$ cat config.mk
export PLATFORM = sky130hd
export DESIGN_NAME = pcm_voice_port
export DESIGN_NICKNAME = d
export VERILOG_FILES = /design/src/rtl/pcm_port_pkg.sv /design/src/rtl/pcm_edge_reg.sv /design/src/rtl/pcm_tx_ser.sv /design/src/rtl/pcm_rx_deser.sv /design/src/rtl/pcm_voice_port.sv
export SDC_FILE = /design/constraint.sdc
export NUM_CORES = 1
export LEC_CHECK = 0
export ABC_CLOCK_PERIOD_IN_PS = 6300
export BUFFER_PORTS_ARGS = -buffer_cell sky130_fd_sc_hd__buf_2
export CORE_MARGIN = 2
export CORE_UTILIZATION = 63
export CTS_BUF_LIST = sky130_fd_sc_hd__clkbuf_16
export DETAILED_ROUTE_END_ITERATION = 12
export GPL_TIMING_DRIVEN = 0
export PLACE_DENSITY = 0.85
export SLEW_MARGIN = 20
export SYNTH_ARGS = -nofsm -noshare
export SYNTH_HDL_FRONTEND = slang
export SYNTH_HIERARCHICAL = 1
export SYNTH_SLANG_ARGS = --single-unit
$ cat constraint.sdc
create_clock -name clk -period 6.3 [get_ports clk]
set_input_delay 0.315 -clock clk [delete_from_list [all_inputs] [get_ports clk]]
set_output_delay 0.315 -clock clk [all_outputs]
set_load 0.02 [all_outputs]
$ cat src/rtl/pcm_port_pkg.sv
package pcm_port_pkg;

    typedef enum logic [1:0] {
        FMT_ASYNC = 2'd0,
        FMT_SEXT  = 2'd1,
        FMT_GAIN  = 2'd2,
        FMT_RSVD  = 2'd3
    } fmt_e;

    typedef enum logic [1:0] {
        TX_IDLE   = 2'd0,
        TX_ARMED  = 2'd1,
        TX_ACTIVE = 2'd2
    } tx_st_e;

    function automatic logic fmt_is_sync(fmt_e f);
        return (f == FMT_SEXT) || (f == FMT_GAIN);
    endfunction

endpackage

$ cat src/rtl/pcm_edge_reg.sv
module pcm_edge_reg #(
    parameter int N = 4
) (
    input  logic         clk,
    input  logic         rst_n,
    input  logic [N-1:0] sig_i,
    output logic [N-1:0] prev_o
);
    logic [N-1:0] lvl_d, lvl_q;

    always_comb begin
        lvl_d = sig_i;
    end

    always_ff @(posedge clk or negedge rst_n) begin
        if (!rst_n) lvl_q <= '0;
        else        lvl_q <= lvl_d;
    end

    assign prev_o = lvl_q;
endmodule

$ cat src/rtl/pcm_tx_ser.sv
module pcm_tx_ser
    import pcm_port_pkg::*;
#(
    parameter int SAMPLE_W = 13,
    parameter int ATT_W    = 3
) (
    input  logic                clk,
    input  logic                rst_n,
    input  logic                pwr_dn_i,
    input  fmt_e                fmt_i,
    input  logic                fs_long_i,
    input  logic                fs_i,
    input  logic                fs_rise_i,
    input  logic                bclk_i,
    input  logic                bclk_rise_i,
    input  logic                bclk_fall_i,
    input  logic [SAMPLE_W-1:0] sample_i,
    output logic                frame_start_o,
    output logic                dout_o,
    output logic                dout_en_o
);
    localparam int WORD_W = SAMPLE_W + ATT_W;
    localparam int CNT_W  = $clog2(WORD_W + 1);
    localparam logic [CNT_W-1:0] LEN_WIDE   = CNT_W'(WORD_W);
    localparam logic [CNT_W-1:0] LEN_NARROW = CNT_W'(SAMPLE_W);

    typedef struct packed {
        tx_st_e            st;
        logic [WORD_W-1:0] sh;
        logic [CNT_W-1:0]  cnt;
        logic              done;
    } tx_reg_t;

    tx_reg_t          r_d, r_q;
    logic [CNT_W-1:0] len;
    logic [CNT_W-1:0] cnt_inc;
    logic             start_ev;

    always_comb begin
        r_d           = r_q;
        frame_start_o = 1'b0;
        len           = (fmt_i == FMT_SEXT) ? LEN_WIDE : LEN_NARROW;
        cnt_inc       = r_q.cnt + 1'b1;
        // long sync opens on its own edge; short sync is caught by a falling bit clock
        start_ev      = fs_long_i ? fs_rise_i : (bclk_fall_i && fs_i);

        if (pwr_dn_i) begin
            r_d.st   = TX_IDLE;
            r_d.cnt  = '0;
            r_d.done = 1'b0;
        end else begin
            case (r_q.st)
                TX_IDLE: begin
                    if (start_ev) begin
                        frame_start_o = 1'b1;
                        r_d.cnt  = '0;
                        r_d.done = 1'b0;
                        r_d.sh   = (fmt_i == FMT_SEXT)
                                 ? {{ATT_W{sample_i[SAMPLE_W-1]}}, sample_i}
                                 : {sample_i, {ATT_W{1'b0}}};
                        // bit clock already high: the sync edge is the later event
                        r_d.st   = (fs_long_i && bclk_i) ? TX_ACTIVE : TX_ARMED;
                    end
                end
                TX_ARMED: begin
                    if (bclk_rise_i) r_d.st = TX_ACTIVE;
                end
                TX_ACTIVE: begin
                    if (r_q.done) begin
                        if (!fs_i) r_d.st = TX_IDLE;
                    end else begin
                        if (bclk_rise_i) r_d.sh = {r_q.sh[WORD_W-2:0], 1'b0};
                        if (bclk_fall_i) begin
                            r_d.cnt = cnt_inc;
                            if (cnt_inc == len) begin
                                if (!fs_long_i || !fs_i) r_d.st   = TX_IDLE;
                                else                     r_d.done = 1'b1;
                            end
                        end
                    end
                end
                default: r_d.st = TX_IDLE;
            endcase
        end
    end

    always_ff @(posedge clk or negedge rst_n) begin
        if (!rst_n) r_q <= '{st: TX_IDLE, sh: '0, cnt: '0, done: 1'b0};
        else        r_q <= r_d;
    end

    assign dout_en_o = (r_q.st == TX_ACTIVE);
    assign dout_o    = dout_en_o & r_q.sh[WORD_W-1];
endmodule

$ cat src/rtl/pcm_rx_deser.sv
module pcm_rx_deser
    import pcm_port_pkg::*;
#(
    parameter int SAMPLE_W = 13,
    parameter int ATT_W    = 3
) (
    input  logic                clk,
    input  logic                rst_n,
    input  logic                pwr_dn_i,
    input  fmt_e                fmt_i,
    input  logic                fs_long_i,
    input  logic                fs_i,
    input  logic                fs_rise_i,
    input  logic                bclk_fall_i,
    input  logic                din_i,
    output logic                frame_start_o,
    output logic                valid_o,
    output logic [SAMPLE_W-1:0] sample_o,
    output logic [ATT_W-1:0]    atten_o
);
    localparam int WORD_W = SAMPLE_W + ATT_W;
    localparam int CNT_W  = $clog2(WORD_W + 1);
    localparam logic [CNT_W-1:0] LEN_WIDE   = CNT_W'(WORD_W);
    localparam logic [CNT_W-1:0] LEN_NARROW = CNT_W'(SAMPLE_W);

    typedef struct packed {
        logic                act;
        logic [WORD_W-1:0]   sh;
        logic [CNT_W-1:0]    cnt;
        logic                vld;
        logic [SAMPLE_W-1:0] smp;
        logic [ATT_W-1:0]    att;
    } rx_reg_t;

    rx_reg_t           r_d, r_q;
    logic [WORD_W-1:0] sh_n;
    logic [CNT_W-1:0]  len;
    logic [CNT_W-1:0]  cnt_inc;
    logic              start_ev;

    always_comb begin
        r_d           = r_q;
        r_d.vld       = 1'b0;
        frame_start_o = 1'b0;
        sh_n          = {r_q.sh[WORD_W-2:0], din_i};
        cnt_inc       = r_q.cnt + 1'b1;
        len           = fmt_is_sync(fmt_i) ? LEN_WIDE : LEN_NARROW;
        start_ev      = fs_long_i ? fs_rise_i : (bclk_fall_i && fs_i);

        if (pwr_dn_i) begin
            r_d.act = 1'b0;
            r_d.cnt = '0;
        end else if (!r_q.act) begin
            if (start_ev) begin
                frame_start_o = 1'b1;
                r_d.act = 1'b1;
                r_d.cnt = '0;
            end
        end else if (bclk_fall_i) begin
            r_d.sh  = sh_n;
            r_d.cnt = cnt_inc;
            if (cnt_inc == len) begin
                r_d.act = 1'b0;
                r_d.vld = 1'b1;
                if (fmt_i == FMT_GAIN) begin
                    r_d.smp = sh_n[WORD_W-1:ATT_W];
                    r_d.att = sh_n[ATT_W-1:0];
                end else begin
                    r_d.smp = sh_n[SAMPLE_W-1:0];
                end
            end
        end
    end

    always_ff @(posedge clk or negedge rst_n) begin
        if (!rst_n) r_q <= '0;
        else        r_q <= r_d;
    end

    assign valid_o  = r_q.vld;
    assign sample_o = r_q.smp;
    assign atten_o  = r_q.att;
endmodule

$ cat src/rtl/pcm_voice_port.sv
module pcm_voice_port
    import pcm_port_pkg::*;
#(
    parameter int SAMPLE_W    = 13,
    parameter int ATT_W       = 3,
    parameter int HALF_FRAMES = 2
) (
    input  logic                clk,
    input  logic                rst_n,
    input  logic                pwr_dn,
    input  logic [1:0]          fmt,
    input  logic                fs_long,
    input  logic                tx_fs,
    input  logic                tx_bclk,
    output logic                tx_dout,
    output logic                tx_dout_en,
    input  logic                rx_fs,
    input  logic                rx_bclk,
    input  logic                rx_din,
    input  logic [SAMPLE_W-1:0] tx_sample,
    output logic [SAMPLE_W-1:0] rx_sample,
    output logic                rx_valid,
    output logic [ATT_W-1:0]    rx_atten
);
    localparam int HC_W = $clog2(HALF_FRAMES + 1);
    localparam logic [HC_W-1:0] HALF_LIM = HC_W'(HALF_FRAMES);
    localparam int NSIG   = 4;
    localparam int IX_TFS = 0;
    localparam int IX_TBC = 1;
    localparam int IX_RFS = 2;
    localparam int IX_RBC = 3;

    typedef struct packed {
        logic [HC_W-1:0] hcnt;
    } top_reg_t;

    fmt_e                mode;
    logic                rx_bclk_sel;
    logic [NSIG-1:0]     raw, prev;
    logic                tfs_rise, tbc_rise, tbc_fall, rfs_rise, rbc_fall;
    logic                tx_start, rx_start;
    logic [SAMPLE_W-1:0] rx_word;
    top_reg_t            t_d, t_q;

    assign mode        = fmt_e'(fmt);
    assign rx_bclk_sel = fmt_is_sync(mode) ? tx_bclk : rx_bclk;
    assign raw         = {rx_bclk_sel, rx_fs, tx_bclk, tx_fs};

    pcm_edge_reg #(.N(NSIG)) u_edge (
        .clk    (clk),
        .rst_n  (rst_n),
        .sig_i  (raw),
        .prev_o (prev)
    );

    assign tfs_rise = raw[IX_TFS] & ~prev[IX_TFS];
    assign tbc_rise = raw[IX_TBC] & ~prev[IX_TBC];
    assign tbc_fall = ~raw[IX_TBC] & prev[IX_TBC];
    assign rfs_rise = raw[IX_RFS] & ~prev[IX_RFS];
    assign rbc_fall = ~raw[IX_RBC] & prev[IX_RBC];

    pcm_tx_ser #(.SAMPLE_W(SAMPLE_W), .ATT_W(ATT_W)) u_tx (
        .clk           (clk),
        .rst_n         (rst_n),
        .pwr_dn_i      (pwr_dn),
        .fmt_i         (mode),
        .fs_long_i     (fs_long),
        .fs_i          (tx_fs),
        .fs_rise_i     (tfs_rise),
        .bclk_i        (tx_bclk),
        .bclk_rise_i   (tbc_rise),
        .bclk_fall_i   (tbc_fall),
        .sample_i      (tx_sample),
        .frame_start_o (tx_start),
        .dout_o        (tx_dout),
        .dout_en_o     (tx_dout_en)
    );

    pcm_rx_deser #(.SAMPLE_W(SAMPLE_W), .ATT_W(ATT_W)) u_rx (
        .clk           (clk),
        .rst_n         (rst_n),
        .pwr_dn_i      (pwr_dn),
        .fmt_i         (mode),
        .fs_long_i     (fs_long),
        .fs_i          (rx_fs),
        .fs_rise_i     (rfs_rise),
        .bclk_fall_i   (rbc_fall),
        .din_i         (rx_din),
        .frame_start_o (rx_start),
        .valid_o       (rx_valid),
        .sample_o      (rx_word),
        .atten_o       (rx_atten)
    );

    // transmit frames opened since the receive side last framed
    always_comb begin
        t_d = t_q;
        if (rx_start)
            t_d.hcnt = '0;
        else if (tx_start && (t_q.hcnt != HALF_LIM))
            t_d.hcnt = t_q.hcnt + 1'b1;
    end

    always_ff @(posedge clk or negedge rst_n) begin
        if (!rst_n) t_q <= '0;
        else        t_q <= t_d;
    end

    assign rx_sample = (t_q.hcnt == HALF_LIM) ? '0 : rx_word;
endmodule

### Word-level counts from Yosys, hierarchy flattened

Cells that the tools add are included.

| storage, ports and cells | value |
|---|---|
| flip-flop bits (word level) | 69 |
| bits of input ports | 24 |

| operators by class | value |
|---|---|
| $add $sub $neg | 3 |
| equal/unequal tests | 20 |
| multiplexer cells | 44 |
| bitwise logic cells | 12 |
| reduce and logical (&&, ||, !) cells | 21 |

Operators by type and width:

| operator | count |
|---|---|
| two-way mux 17 bit | 3 |
| case mux 22 bit (2 select lines) | 1 |
| two-way mux 39 bit | 1 |
| two-way mux 13 bit | 2 |
| two-way mux 5 bit | 5 |
| two-way mux 24 bit | 1 |
| two-way mux 22 bit | 1 |
| two-way mux 2 bit | 10 |
| two-way mux 16 bit | 1 |
| two-way mux 15 bit | 1 |
| two-way mux 1 bit | 14 |
| two-way mux 6 bit | 2 |
| != test 4 bit (second input constant) | 3 |
| adder 5 x 1 -> 5 bit (second input constant) | 2 |
| == test 5 bit | 2 |
| AND reduction 5 bit | 2 |
| != test 3 x 2 -> 1 bit (second input constant) | 3 |
| AND reduction 4 bit | 2 |
| AND 1 bit | 6 |
| == test 2 bit (second input constant) | 3 |
| != test 2 bit (second input constant) | 3 |
| != test 3 bit (second input constant) | 2 |
| NOT 1 bit | 6 |
| case mux 2 bit (3 select lines) | 1 |
| 14 further kinds | 23 |

### Depth between registers and ports, before layout

| logic depth | value |
|---|---|
| depth in word-level cells | 11 |
| mapped depth | 9 |

### Hierarchy

Netlist, hierarchy kept.

By module, submodules not included:

| module | instances | cells each | area each (µm²) | sequential area each (µm²) |
|---|---|---|---|---|
| pcm_rx_deser | 1 | 195 | 1945.6 | 950.9 |
| pcm_tx_ser | 1 | 180 | 1440.1 | 600.6 |
| pcm_voice_port | 1 | 33 | 256.5 | 50.0 |
| pcm_edge_reg | 1 | 4 | 100.1 | 100.1 |

### Worst setup path before layout

Ideal clock, no wire load.

| timing path | value |
|---|---|
| path kind | flip-flop to flip-flop |
| start point | register u_tx/r_q[1] in the netlist's numbering |
| end point | register u_tx/r_q[0] in the netlist's numbering |
| data arrival time | 2.128 ns |
| slack | 4.086 ns |
| cell stages (with the launch flop) | 7 |
| buffers on the path | 0 |
| path through | dfrtp_1 -> ha_1 -> or3b_1 -> a2111oi_2 -> a41oi_1 -> or4_1 -> a211oi_2 |

| on the way | value |
|---|---|
| word-level cells in the longest chain between the ends | 7 |

Ends and longest elaborated chain:

| element | RTL line | RTL |
|---|---|---|
| start: declaration | pcm_tx_ser.sv:34 | `tx_reg_t r_d, r_q;` |
| start signal: assignment | pcm_tx_ser.sv:88 | `if (!rst_n) r_q <= '{st: TX_IDLE, sh: '0, cnt: '0, done: 1'b0};` |
| start signal: assignment | pcm_tx_ser.sv:89 | `else r_q <= r_d;` |
| adder 5 x 1 -> 5 bit | pcm_tx_ser.sv:43 | `cnt_inc = r_q.cnt + 1'b1;` |
| == test 5 bit | pcm_tx_ser.sv:75 | `if (cnt_inc == len) begin` |
| two-way mux 1 bit | pcm_tx_ser.sv:75 |  |
| two-way mux 6 bit | pcm_tx_ser.sv:73 | `if (bclk_fall_i) begin` |
| two-way mux 22 bit | pcm_tx_ser.sv:69 | `if (r_q.done) begin` |
| case mux 22 bit (2 select lines) | pcm_tx_ser.sv:52 | `case (r_q.st)` |
| two-way mux 6 bit | pcm_tx_ser.sv:47 | `if (pwr_dn_i) begin` |

Every way passes these cells. The select of a mux whose other input is x is not followed.
A chain may end at the register's enable or synchronous reset.

### Worst setup path after layout

| timing path | value |
|---|---|
| start point | register u_tx/r_q[22] in the netlist's numbering |
| end point | output port tx_dout |

| on the way | value |
|---|---|
| word-level cells in the longest chain between the ends | 2 |

Ends and longest elaborated chain:

| element | RTL line | RTL |
|---|---|---|
| == test 2 bit | pcm_tx_ser.sv:92 | `assign dout_en_o = (r_q.st == TX_ACTIVE);` |
| AND 1 bit | pcm_tx_ser.sv:93 | `assign dout_o = dout_en_o & r_q.sh[WORD_W-1];` |
| end: declaration | pcm_voice_port.sv:15 | `output logic tx_dout,` |

Every way passes these cells.

==> results.yml <==
power_and_ir_drop:
  total_power_w: 0.00123
  power_density_mw_per_mm2: 279
  power.leakage_nw: 2.18
  ir_drop_uv: 279
synthesis:
  async_flop_share_pct: 100
  ys.flop_type: "dfrtp_1"
  synth_cells: 412
  synth_edf_count: 0
  syn_nets: 440
  syn_area_sq_mm: 0.00374
  syn_avg_cell_area_sq_um: 9.08
  synthDistinctLibCells: 58
  synth-seq-area-share_pct: 45.5
  ys_warn_count: 6
  synth_seq_cells: 68
sta:
  slew_headroom_pct: 56.2
  setup_ws_ns: 3.79
  worst_pin_slew_ns: 0.657
  rsz0062_at_grt: "no"
  slew_violations: 0
  fin_tns_setup_ns: 0
  max_clock_freq_mhz: 398
  fin_crit_sh_pct: 39.9
  finalHoldViolCount: 0
  period_needed_ns: 2.51
  skew_ns: 0.00504
  setup_violations: 0
flow_run:
  maxCapViolCount: 0
critical_path:
  startpoint_type: "flip-flop"
  ff2ff_setup_slack_ns: 3.84
  end_kind: "output port"
  arrival_ns: 2.20
  path_class: "flip-flop to output port"
  worstPathMaxFanout: 10
  worstPathRequired_ns: 5.98
global_routing:
  overflow: 0
  grt_max_degree: 52
  antenna_found_initial: 0
  grt_usage_pct: 27.0
  grt_pass1_vias: 2970
  grt_pass1_wl_microns: 13600
clock_network:
  numCtsBuffers: 9
  cts_max_level: 3
  clkTransAtPathRegs_ns: 0.05
  clk-insertion-delay-late_ns: 0.33
  cts.sinks: 68
  clock-root-buffer: "clkbuf_16"
  ctsLongestPathBuffers: 2
  cts_tree: "done"
routing:
  drt_iter0_markers: 310
  finalWirelength_microns: 8040
  vias_per_cell: 5.67
  drc: 0
  wl_per_cell_microns: 14.7
  vias: 3101
  ant_nets: 0
  firstDrtPassIters: 5
placed_design:
  placed_area_sq_mm: 0.00408
  gp_congestion: 0.852
  pre_cts_ws_ns: 3.85
  port_buffers: 42
  dp.cells: 530
  dp_hpwl_microns: 5630
finish:
  nets: 495
  fillers: 423
  design_area_sq_mm: 0.00440
  drive_gt1_share_pct: 20.8
  instances_no_fill: 547
  diodes: 0
  syn_to_final_growth_pct: 17.5
min_path:
  hp-class: "primary input to flip-flop"
die:
  num_rows: 28
  die_w_microns: 81.1
  dieArea_sq_mm: 0.00657
  start_util_pct: 64.4
  io_pins: 43
  die_y_microns: 81.1
  fp.coreArea_sq_mm: 0.00582
outcome:
  status: "finished, final reports clean"
## Yosys cell counts, drive strengths merged, types with 3 or more instances
cell | count | share of area, %
o31ai | 3 | 0.60
nand2b | 5 | 0.84
buf | 23 | 4.8
ha | 4 | 1.3
dfrtp | 68 | 45
nor2b | 16 | 2.7
nor3 | 4 | 0.53
a211oi | 5 | 1.1
nand3 | 7 | 0.94
mux2i | 13 | 3.5
mux2 | 3 | 1.0
a21oi | 21 | 2.8
inv | 9 | 0.90
o21ai | 29 | 4.5
a31oi | 10 | 1.7
nand2 | 105 | 11
xnor2 | 7 | 1.6
and2b | 8 | 1.6
nor2 | 14 | 1.5
a22o | 9 | 2.1
clkbuf | 15 | 1.5
## power by group
| part | switching, W | total, W | internal [W] |
|---|---|---|---|
| combinational | 0.000112 | 0.000184 | 0.0000716 |
| clock | 0.000175 | 0.000516 | 0.000341 |
| sequential | 0.0000347 | 0.000528 | 0.000493 |
## timing repair
| action | in CTS | in global routing |
|---|---|---|
| endpoints found under the hold margin | 17 | 0 |
| resized for setup | 0 | 0 |
| endpoints found under the setup margin | 0 | 0 |
| hold buffers | 1 | 0 |
| setup buffers | 0 | 0 |
## flip-flops by register name, indices dropped and copies added (netlist names)
name,flops
u_rx/r_q,21
t_q,2
u_edge/prev_o,4
u_rx/atten_o,3
u_tx/r_q,24
u_rx/valid_o,1
u_rx/sample_o,13
## metrics by stage
| step | util (%) | hold WS [ns] |
|---|---|---|
| CTS | 75.6 | 0.129 |
| global route | 75.6 | 0.133 |
| global placement | 69.6 | 0.455 |
| finish | 75.6 | 0.138 |
| floorplan | - | 0.0194 |
| detailed placement | 70.1 | 0.209 |
## worst paths after layout
check / startpoint / to / cells after the start
hold reg to reg: u_rx/sample_o[4]$_DFFE_PN0P_ / u_rx/sample_o[4]$_DFFE_PN0P_ / 2
min in group asynchronous: rst_n / u_rx/r_q[17]$_DFFE_PN0P_ / 2
setup / recovery: u_tx/r_q[22]$_DFFE_PN0P_ / tx_dout / 7
max in group asynchronous: rst_n / u_edge/prev_o[1]$_DFF_PN0_ / 3
setup reg to reg: u_tx/r_q[1]$_DFFE_PN0P_ / u_tx/r_q[0]$_DFFE_PN0P_ / 6
hold / removal: rx_fs / u_edge/prev_o[2]$_DFF_PN0_ / 1
## area by class of cell
type | instances | area (sq um) | area share [%]
clock buffer | 9 | 225 | 5.12
inverter | 9 | 33.8 | 0.769
sequential | 68 | 1700 | 38.7
buffer | 38 | 235 | 5.35
timing repair buffer | 44 | 250 | 5.69
multi-input combinational | 297 | 1770 | 40.3
clock inverter | 7 | 83.8 | 1.91
tap | 75 | 93.8 | 2.13
## critical path: stages (launching register included)
cell and delay [ns]:
dfrtp_1 0.32, clkbuf_1 0.30, nand2b_1 0.16, clkbuf_1 0.36
inv_2 0.12, clkbuf_1 0.24, and2_1 0.21, buf_2 0.15
## layer usage
| layer | track usage [%] | wire (microns) | part of all wire, % |
|---|---|---|---|
| met2 | 43.3 | 3910 | 49 |
| met3 | 5.44 | 508 | 6.3 |
| met4 | 10.3 | 155 | 1.9 |
| met5 | 0 | 0 | 0 |
| met1 | 36.5 | 3470 | 43 |
## cell families after synthesis
logic type                 Yosys count  synth area share [%]
and+or+nand+nor                    174                  22.0
AOI/OAI and AO/OA                   95                  17.7
DFF                                 68                  45.5
buffers and inverters               47                  7.19
muxes                               16                  4.48
xor gates and xnor gates             8                  1.87
adders and majority gates            4                  1.34
## placed cells by master (no fill, tap or decap), drive strengths merged, types with 2 or more instances in the layout
cell	count
nand3b	2
inv	11
mux2i	13
ha	4
clkinv	2
or3b	2
and2	2
buf	66
bufinv	2
o211ai	2
nor2b	16
nand2b	5
a32oi	2
dfrtp	68
o31ai	3
xnor2	7
and2b	8
a2111oi	2
nor2	14
o2bb2ai	2
o21ai	29
a21oi	21
nor3	4
nand3	7
a22o	9
clkbuf	24
nand2	105
a211oi	5
a21o	2
mux2	3
a31oi	10
Note: power is estimated with default switching activity, not from simulation.
